**config.mk**
```make
export PLATFORM = sky130hd
export DESIGN_NAME = ssar_ctrl
export DESIGN_NICKNAME = d
export VERILOG_FILES = /design/src/rtl/ssar_pkg.sv /design/src/rtl/ssar_seq.sv /design/src/rtl/ssar_sar.sv /design/src/rtl/ssar_tx.sv /design/src/rtl/ssar_ctrl.sv
export SDC_FILE = /design/constraint.sdc
export NUM_CORES = 1
export LEC_CHECK = 0
export ABC_AREA = 0
export BUFFER_PORTS_ARGS = -buffer_cell sky130_fd_sc_hd__clkbuf_2
export CAP_MARGIN = 20
export CORE_MARGIN = 3
export CORE_UTILIZATION = 29
export CTS_CLUSTER_DIAMETER = 30
export DETAILED_ROUTE_END_ITERATION = 16
export PLACE_DENSITY = 0.58
export SYNTH_ARGS = -nofsm -noshare
export SYNTH_HDL_FRONTEND = slang
export SYNTH_HIERARCHICAL = 1
export SYNTH_SLANG_ARGS = --single-unit
export TNS_END_PERCENT = 100
```
**constraint.sdc**
```tcl
create_clock -name clk_i -period 1.8 [get_ports clk_i]
set_input_delay 0.09 -clock clk_i [delete_from_list [all_inputs] [get_ports clk_i]]
set_output_delay 0.09 -clock clk_i [all_outputs]
set_load 0.01 [all_outputs]
```
**src/rtl/ssar_pkg.sv**
```systemverilog
package ssar_pkg;
  typedef enum logic [2:0] {
    ST_IDLE,
    ST_SGL,
    ST_ODD,
    ST_RUN,
    ST_DONE
  } ssar_state_e;
endpackage

```
**src/rtl/ssar_seq.sv**
```systemverilog
module ssar_seq
  import ssar_pkg::*;
#(
  parameter int W = 8,
  localparam int SW = $clog2(2 * W)
) (
  input  logic              clk_i,
  input  logic              rst_ni,
  input  logic              cs_ni,
  input  logic              din_i,
  output ssar_state_e       state_o,
  output logic [SW-1:0]     step_o,
  output logic              sgl_o,
  output logic              odd_o
);
  localparam logic [SW-1:0] LAST = SW'(2 * W - 1);

  ssar_state_e state_q;
  logic [SW-1:0] step_q;
  logic sgl_q, odd_q;

  always_ff @(posedge clk_i or negedge rst_ni) begin
    if (!rst_ni) begin
      state_q <= ST_IDLE;
      step_q  <= '0;
      sgl_q   <= 1'b0;
      odd_q   <= 1'b0;
    end else if (cs_ni) begin
      state_q <= ST_IDLE;
      step_q  <= '0;
      sgl_q   <= 1'b0;
      odd_q   <= 1'b0;
    end else begin
      unique case (state_q)
        ST_IDLE: if (din_i) state_q <= ST_SGL;
        ST_SGL: begin
          sgl_q   <= din_i;
          state_q <= ST_ODD;
        end
        ST_ODD: begin
          odd_q   <= din_i;
          step_q  <= '0;
          state_q <= ST_RUN;
        end
        ST_RUN: begin
          if (step_q == LAST) state_q <= ST_DONE;
          else step_q <= step_q + 1'b1;
        end
        ST_DONE: state_q <= ST_DONE;
        default: state_q <= ST_IDLE;
      endcase
    end
  end

  assign state_o = state_q;
  assign step_o  = step_q;
  assign sgl_o   = sgl_q;
  assign odd_o   = odd_q;

  // the first high bit starts addressing; low bits leave idle unchanged
  p_start_r2: assert property (@(posedge clk_i) disable iff (!rst_ni)
    (state_q == ST_IDLE && !cs_ni) |=> (state_q == (($past(din_i)) ? ST_SGL : ST_IDLE)));

  // once running, data in cannot divert the sequence
  p_locked_r8: assert property (@(posedge clk_i) disable iff (!rst_ni)
    (state_q == ST_RUN && !cs_ni) |=> (state_q == ST_RUN || state_q == ST_DONE));

  // finished transactions stay finished until select rises
  p_done_hold_r9: assert property (@(posedge clk_i) disable iff (!rst_ni)
    (state_q == ST_DONE && !cs_ni) |=> (state_q == ST_DONE));

  // select high returns to idle
  p_cs_idle_r1: assert property (@(posedge clk_i) disable iff (!rst_ni)
    cs_ni |=> (state_q == ST_IDLE));
endmodule

```
**src/rtl/ssar_sar.sv**
```systemverilog
module ssar_sar
  import ssar_pkg::*;
#(
  parameter int W = 8,
  localparam int SW = $clog2(2 * W),
  localparam int IW = $clog2(W)
) (
  input  logic              clk_i,
  input  logic              rst_ni,
  input  logic              cs_ni,
  input  ssar_state_e       state_i,
  input  logic [SW-1:0]     step_i,
  input  logic              cmp_i,
  output logic [W-1:0]      trial_o,
  output logic [W-1:0]      res_o
);
  logic [W-1:0] res_q;
  logic [SW-1:0] bit_idx;
  logic searching;

  assign searching = (state_i == ST_RUN) && (step_i < SW'(W));
  assign bit_idx   = SW'(W - 1) - step_i;

  always_ff @(posedge clk_i or negedge rst_ni) begin
    if (!rst_ni) res_q <= '0;
    else if (cs_ni || state_i == ST_ODD) res_q <= '0;
    else if (searching) res_q[bit_idx[IW-1:0]] <= cmp_i;
  end

  assign trial_o = searching ? (res_q | (W'(1) << bit_idx[IW-1:0])) : '0;
  assign res_o   = res_q;

  // each search step adds exactly the comparator decision
  p_ones_r5: assert property (@(posedge clk_i) disable iff (!rst_ni)
    (searching && !cs_ni) |=> ($countones(res_q) == $past($countones(res_q)) + int'($past(cmp_i))));

  // the code is frozen while the reversed copy is sent
  p_frozen_r7: assert property (@(posedge clk_i) disable iff (!rst_ni)
    (state_i == ST_RUN && step_i > SW'(W)) |-> $stable(res_q));
endmodule

```
**src/rtl/ssar_tx.sv**
```systemverilog
module ssar_tx
  import ssar_pkg::*;
#(
  parameter int W = 8,
  localparam int SW = $clog2(2 * W),
  localparam int IW = $clog2(W)
) (
  input  logic              clk_i,
  input  logic              rst_ni,
  input  logic              cs_ni,
  input  ssar_state_e       state_i,
  input  logic [SW-1:0]     step_i,
  input  logic [W-1:0]      res_i,
  output logic              dout_o,
  output logic              oe_o
);
  logic dout_q, oe_q, nxt_bit;
  logic [SW-1:0] fwd_idx, rev_idx;

  assign fwd_idx = SW'(W) - step_i;
  assign rev_idx = step_i - SW'(W);

  always_comb begin
    if (step_i == '0) nxt_bit = 1'b0;
    else if (step_i <= SW'(W)) nxt_bit = res_i[fwd_idx[IW-1:0]];
    else nxt_bit = res_i[rev_idx[IW-1:0]];
  end

  // launch on the falling edge: half a period of setup for the host
  always_ff @(negedge clk_i or negedge rst_ni) begin
    if (!rst_ni) begin
      dout_q <= 1'b0;
      oe_q   <= 1'b0;
    end else if (cs_ni || state_i != ST_RUN) begin
      dout_q <= 1'b0;
      oe_q   <= 1'b0;
    end else begin
      dout_q <= nxt_bit;
      oe_q   <= 1'b1;
    end
  end

  assign dout_o = dout_q;
  assign oe_o   = oe_q;

  // settling period drives a low bit with the pad enabled
  p_settle_r4: assert property (@(posedge clk_i) disable iff (!rst_ni)
    (state_i == ST_RUN && step_i == '0 && !cs_ni && $past(!cs_ni)) |-> (oe_q && !dout_q));

  // select held high keeps the pad released
  p_cs_off_r1: assert property (@(posedge clk_i) disable iff (!rst_ni)
    ($past(cs_ni) && cs_ni) |-> !oe_q);

  // finished transaction keeps the pad released
  p_idle_off_r9: assert property (@(posedge clk_i) disable iff (!rst_ni)
    (state_i == ST_DONE && $past(state_i) == ST_DONE) |-> !oe_q);
endmodule

```
**src/rtl/ssar_ctrl.sv**
```systemverilog
module ssar_ctrl
  import ssar_pkg::*;
#(
  parameter int W = 8,
  localparam int SW = $clog2(2 * W)
) (
  input  logic         clk_i,
  input  logic         rst_ni,
  input  logic         cs_ni,
  input  logic         din_i,
  input  logic         cmp_i,
  output logic         dout_o,
  output logic         dout_oe_o,
  output logic [W-1:0] trial_o,
  output logic         pos_ch_o,
  output logic         neg_gnd_o
);
  ssar_state_e state;
  logic [SW-1:0] step;
  logic sgl, odd, oe;
  logic [W-1:0] res;

  ssar_seq #(.W(W)) u_seq (
    .clk_i(clk_i), .rst_ni(rst_ni), .cs_ni(cs_ni), .din_i(din_i),
    .state_o(state), .step_o(step), .sgl_o(sgl), .odd_o(odd)
  );

  ssar_sar #(.W(W)) u_sar (
    .clk_i(clk_i), .rst_ni(rst_ni), .cs_ni(cs_ni), .state_i(state),
    .step_i(step), .cmp_i(cmp_i), .trial_o(trial_o), .res_o(res)
  );

  ssar_tx #(.W(W)) u_tx (
    .clk_i(clk_i), .rst_ni(rst_ni), .cs_ni(cs_ni), .state_i(state),
    .step_i(step), .res_i(res), .dout_o(dout_o), .oe_o(oe)
  );

  // releasing select floats the pad without waiting for a clock
  assign dout_oe_o = oe & ~cs_ni;
  assign pos_ch_o  = odd;
  assign neg_gnd_o = sgl;
endmodule

```
==> out/results.txt, run 1 <==
Die Span X: 74.45 µm
Total Negative Setup Slacks: -0.6312 ns
Number of design-rule violations left by the first detailed-router iteration: 59
Layout cell share with drive strength beyond 1: 0.3430
Maximum clock path buffer count: 2
Worst Tran Pin Value: 0.3779 ns
Critical Path Sink Type: flop
Port buffer count: 16
Synth Instances: 140
Number of warning messages in the yosys log: 6
Clock buffers created by TritonCTS: 3
Arr. time, crit path: 1.57 ns
Fraction of post-synthesis cell area in the top cell type by area: 0.3131
Length in cells of the worst reg-to-reg path: 5
Pwr/cell area: 531.4 nW/µm²
DRC violations left: 0
Flops & latches, synth: 19
Worst-path clk slew: 0.07 ns
Most numerous cell types in the synthesized netlist: 17 x dfrtp_1, 16 x nor2_1, 10 x a21oi_1, 10 x mux2i_1, 9 x nand3_1
CTS tree: yes
GR Overflow Total: 0
FF-to-FF Start: u_seq/step_o[0]
Unrepaired setup endpoints after global routing: yes
Violated checks: setup timing
Dominant register cell in the synthesized netlist: dfrtp_1
Global-route wire length before repair: 5.775 mm
Minimum setup slack in the final design: -0.5545 ns
Final weighted congestion of routability-driven global placement: 0.8061
Finished Layout Cells: 224
Top cells by area, synth: dfrtp_1 31%, mux2i_1 7.4%, nor2_1 4.4%
Delay contributed by the slowest stage of the critical path: 0.43 ns
Register area share after synthesis: 0.3499
Maximum fanout along the worst path: 5
Data required time at the worst endpoint: 1.01 ns
Dominant cell type by area after synthesis: dfrtp_1
Critical Path Start Type: flop
Slew margin rel.: 0.7481
Leakage power: 0.7442 nW
Drt wl/cell: 15.64 µm
Starting Density: 0.3057
Number of global-route vias before repair: 1,227
Highest-delay cell along the critical path: dfrtp_2
H-tree depth: 1
Max Clock Skew: 0.01728 ns
Number of primary I/O pins: 17
Worst Hold Depth: 3
Diode count: 0
Count of nets left with antenna violations after detail routing: 0
Synthesis-to-finish area growth: 24.13%
Worst r2r dst: u_tx/dout_o
Endpoint of the worst hold-timing path: u_seq/odd_o
Outcome: finished with violations
Number of nets produced by synthesis: 147
Max VDD drop: 0.2117 mV
Post-synth EDFFs: 0
Finished Core Util: 0.3795
Max Slew Vio Count: 0
Async set-reset flop share out of synthesis: 1.000
Number of unique standard cell types used by synthesis: 52
Number of detailed-routing iterations run before antenna repair: 4
Worst reg-to-reg setup slack: -0.55 ns
Core area: 4444 µm²
Number of vias in the routed layout: 1,211
Setup violation total in the final timing report: 2
Sum of internal, switching and leakage power: 0.8963 mW
HPWL reported at the end of detailed placement: 2.564 mm
Cell total after placement: 219
Pin count of the biggest net entering global routing: 20
# Max-Cap Violations: 0
Die area: 5543 µm²
Launch point of the worst hold path: din_i
Antenna violations before repair: 0
Post-synthesis instance area: 1359 µm²
Average size of a mapped cell: 9.706 µm²
Final wirelength: 3.503 mm
Skew-Pair Late Insertion Delay: 0.27 ns
Class of the most critical hold timing path: in -> reg
Vert. Die Dim: 74.45 µm
Worst path cell trace: inv_2 > ha_4 > mux4_2 > o211ai_1 > o22ai_1
Final Hold Viols: 0
Cell with the most instances after synthesis: dfrtp_1
Root buffer cell: clkbuf_8
Number of nets in the layout: 180
Tot GR Track Use: 0.1339
Row count: 24
Via count normalized by instance count: 5.406
CTS Sinks: 19
Crit Path Class: reg -> reg
-- state kept, by name (all words and copies together), names as in the netlist --
signal and flops:
u_sar/res_o 8, u_seq/step_o 4, u_tx/dout_o 1, u_seq/odd_o 1, u_seq/sgl_o 1, u_tx/oe_o 1, u_seq/state_o 3
-- per-stage QoR --
step	setup slack [ns]	area (µm²)	hold slack [ns]
after floorplan	-0.6399	1371	-0.2056
after global placement	-0.5556	1600	-0.005862
after detailed placement	-0.6092	1600	-0.005003
after CTS	-0.5464	1660	0.06981
after global routing	-0.6333	1687	0.07472
final	-0.5545	1687	0.06921
-- per-layer routing --
layer  vias to the layer above  share of wire  global-route usage
li1                        583              -                   -
met1                       600           0.44              0.1665
met2                        24           0.52              0.2302
met3                         4          0.026             0.02027
met4                         0          0.011             0.05534
met5                         -              0                   0
-- power breakdown --
| group | switching [mW] | internal [mW] |
|---|---|---|
| Combinational | 0.0905 | 0.0605 |
| Sequential | 0.00582 | 0.436 |
| Clock | 0.145 | 0.158 |
| Total | 0.242 | 0.654 |
-- logic make-up (layout without fill, tap and decap cells) --
| family | after synthesis | count (layout) | synth area share |
|---|---|---|---|
| simple gates | 65 | 65 | 0.3177 |
| compound gates | 28 | 28 | 0.1354 |
| flops | 19 | 19 | 0.3499 |
| buf+inv | 13 | 45 | 0.06261 |
| mux | 12 | 12 | 0.1096 |
| fa+ha+maj | 2 | 2 | 0.01841 |
| xor+xnor | 1 | 1 | 0.006447 |
-- what timing repair did --
item	4_1_cts	5_1_grt
hold buffers	1	0
setup endpoints to repair	2	10
resized for setup	2	7
pin swaps	1	0
setup buffers	0	0
hold endpoints to repair	8	0
-- layout make-up --
cell class | count | area (µm²)
Fill cell | 456 | 2758
Multi-Input combinational cell | 108 | 830.8
Sequential cell | 19 | 476.7
Timing Repair Buffer | 38 | 257.7
Tap cell | 52 | 65.06
Clock buffer | 4 | 45.04
Inverter | 3 | 11.26
-- worst max-delay path: cells and delay by family (launching register included) --
family	cells	cell delay, ns
muxes	1	0.28
adders and majority gates	1	0.27
DFF	1	0.43
AOI/OAI and AO/OA	2	0.27
buffers and inverters	1	0.06
-- cells in the final DEF, fill, tap and decap left out, types with 2 or more instances in the layout --
master / Yosys / routed
clkbuf_2: 0 / 14
or3_1: 2 / 2
buf_6: 4 / 2
dfrtn_1: 2 / 2
inv_1: 3 / 2
nor2_1: 16 / 16
buf_4: 0 / 20
o21ai_0: 2 / 2
a31oi_1: 4 / 4
nand3_1: 9 / 9
clkbuf_8: 0 / 3
nor2b_1: 3 / 3
a21oi_1: 10 / 10
and4bb_2: 1 / 2
mux2i_1: 10 / 9
o22ai_1: 2 / 2
nand3b_1: 6 / 6
dfrtp_1: 17 / 16
nand2_1: 7 / 7
nor3b_1: 2 / 2
-- worst max path at each step --
stage / from / end / cells past startpoint
floorplan: u_seq/step_o[0] / u_tx/dout_o / 6
global placement: u_seq/step_o[0] / u_tx/dout_o / 5
detailed placement: u_seq/step_o[0] / u_tx/dout_o / 5
CTS: u_seq/step_o[0] / u_tx/dout_o / 5
global route: u_seq/step_o[0] / u_tx/dout_o / 5
finish: u_seq/step_o[0] / u_tx/dout_o / 5
Note: power is estimated with default switching activity, not from simulation.
==> run 2: changes to the inputs <==
Settings changed: CORE_MARGIN 3 to 8, GPL_TIMING_DRIVEN from default to 1, TNS_END_PERCENT 100 to default.
==> run 2 against run 1 <==
  * The run still ends with setup timing left
  * Sequential share of layout area decreased by 0.23 points
  * Clock-buffer cell count decreased by 1
  * Worst setup slack improved by 0.030 ns
  * Total power decreased by 1.2%
  * Die area increased by 29%
  * Sequential cell count unchanged
  * Sequential power about the same
  * Largest power group unchanged
  * Critical path depth unchanged
  * Largest cell class unchanged
  * Wire length decreased by 4.9%
==> out/results.txt, run 2 (synthesis gave the netlist of run 1 again) <==
Layout cell share with drive strength beyond 1: 0.3523 (+0.009249)
Port buffer count: 16 (unchanged)
Max FFs per register: 8 (unchanged)
Total placed instance area: 1633 µm² (+2.0%)
Final design instance area without fill: 1700 µm² (+0.82%)
Minimum setup slack in the final design: -0.5246 ns (+0.02989 ns)
Die area: 7132 µm² (+29%)
Fill cell instance count of the final layout: 472 (+3.5%)
Worst slack at placement: -0.5992 ns (+0.009973 ns)
Diode count: 0 (unchanged)
Final weighted congestion of routability-driven global placement: 0.7373 (-8.5%)
Outcome: finished with violations
Data required time at the worst endpoint: 1.01 ns (about the same)
Number of nets in the layout: 184 (+2.2%)
DRC violations left: 0 (unchanged)
Buffers inserted by post-CTS timing repair: 0 (unchanged)
CTS tree: yes
Number of design-rule violations left by the first detailed-router iteration: 71 (+20%)
HPWL reported at the end of detailed placement: 2.458 mm (-4.1%)
Pwr/cell area: 520.9 nW/µm² (-2.0%)
Critical Path Start Type: flop
Sequential cell area: 476.7 µm² (unchanged)
Worst Tran Pin Value: 0.3846 ns (+0.006649 ns)
H-tree depth: 1 (unchanged)
Vert. Die Dim: 84.45 µm (+13%)
Root buffer cell: clkbuf_8
Total Negative Setup Slacks: -0.6039 ns (+0.02736 ns)
Global-route wire length before repair: 5.664 mm (-1.9%)
# Max-Cap Violations: 0 (unchanged)
Crit Path Class: reg -> reg
Number of global-route vias before repair: 1,146 (-6.6%)
Number of primary I/O pins: 17 (unchanged)
Maximum clock path buffer count: 2 (unchanged)
Unrepaired setup endpoints after global routing: yes
Number of detailed-routing iterations run before antenna repair: 4 (unchanged)
Core area: 4629 µm² (+4.2%)
Pin count of the biggest net entering global routing: 20 (unchanged)
Most common library cell in the layout ignoring fill and taps: buf_4
Hold WS: 0.08559 ns (+0.01638 ns)
Violated checks: setup timing
Count of nets left with antenna violations after detail routing: 0 (unchanged)
Slew margin rel.: 0.7436 (-0.004432)
Max Clock Skew: 0.01596 ns (-0.001316 ns)
Arr. time, crit path: 1.54 ns (-0.03 ns)
Area used by multi-input combinational logic: 810.8 µm² (-2.4%)
Final wirelength: 3.330 mm (-4.9%)
Clock buffers created by TritonCTS: 3 (unchanged)
CTS Sinks: 19 (unchanged)
Max Slew Vio Count: 0 (unchanged)
GR Overflow Total: 0 (unchanged)
Drt wl/cell: 14.48 µm (-7.4%)
Leakage power: 0.7665 nW (+3.0%)
Antenna violations before repair: 0 (unchanged)
Row count: 25 (+4.2%)
Via count normalized by instance count: 5.265 (-2.6%)
Top library cells by usage in the layout, fill and taps aside: 24 x buf_4, 16 x nor2_1, 16 x dfrtp_1
Starting Density: 0.2935 (-0.01223)
Setup violation total in the final timing report: 2 (unchanged)
Die Span X: 84.45 µm (+13%)
Max VDD drop: 0.3395 mV (+60%)
Worst-path clk slew: 0.07 ns (about the same)
Critical Path Sink Type: flop
Tot GR Track Use: 0.09683 (-0.03703)
Class of the most critical hold timing path: in -> reg
Synthesis-to-finish area growth: 25.14%
Number of vias in the routed layout: 1,211 (unchanged)
Cell total after placement: 225 (+2.7%)
Maximum fanout along the worst path: 6 (+1)
Finished Layout Cells: 230 (+2.7%)
Skew-Pair Late Insertion Delay: 0.27 ns (about the same)
Final Hold Viols: 0 (unchanged)
run 2: critical path, stage by stage, from the launching register on:
cell      delay, ns
dfrtp_2        0.43
inv_2          0.06
ha_4           0.26
mux4_2         0.27
o211ai_1       0.17
o22ai_1        0.09
run 2: layout make-up:
class / instances / area share
multi-input cells: 108 / 0.4768
flip-flops and latches: 19 / 0.2804
repair buffers: 42 / 0.1692
well taps: 54 / 0.03974
clock buffers: 3 / 0.02428
inverters: 3 / 0.006623
clock inverters: 1 / 0.002943
run 2: metrics by stage:
stage | power (mW) | utilization
final | 0.8858 | 0.3673
after detailed placement | 0.5957 | 0.3527
after floorplan | 0.5456 | -
after global routing | 0.9387 | 0.3673
after global placement | 0.5937 | 0.3527
after CTS | 0.9016 | 0.3659
run 2: what timing repair did:
action                                  in CTS  in global routing
hold endpoints to repair                    17                  0
hold buffers                                 1                  0
endpoints found under the setup margin       3                  4
gates resized for setup                      2                  3
pin swaps                                    1                  0
run 2: where the power goes:
part	total (mW)	switching (mW)	leakage (nW)	internal (mW)
registers	0.442	0.00543	0.261	0.436
clock network	0.295	0.142	0.0255	0.154
logic	0.149	0.0881	0.480	0.0605
total	0.886	0.235	0.766	0.651
run 2: routing by layer:
layer,part of all wire,wire length [µm],GRT usage,vias to the layer above
met3,0.035,118,0.01366,4
met1,0.44,1478,0.1181,583
li1,-,-,-,593
met4,0.020,68,0.04531,0
met2,0.50,1665,0.1633,31
met5,0,0,0,-
run 2: final timing paths:
| path | from | end | slack, ns | depth (start not counted) |
|---|---|---|---|---|
| worst max-delay path | u_seq/step_o[0] | u_tx/dout_o | -0.52 | 5 |
| worst min-delay path | din_i | u_seq/odd_o | 0.09 | 3 |
| worst max register to register | u_seq/step_o[0] | u_tx/dout_o | -0.52 | 5 |
| worst min register to register | u_seq/sgl_o | u_seq/sgl_o | 0.53 | 2 |
| max in group asynchronous | rst_ni | u_tx/oe_o | 0.62 | 2 |
| min in group asynchronous | rst_ni | u_seq/step_o[0] | 0.21 | 2 |
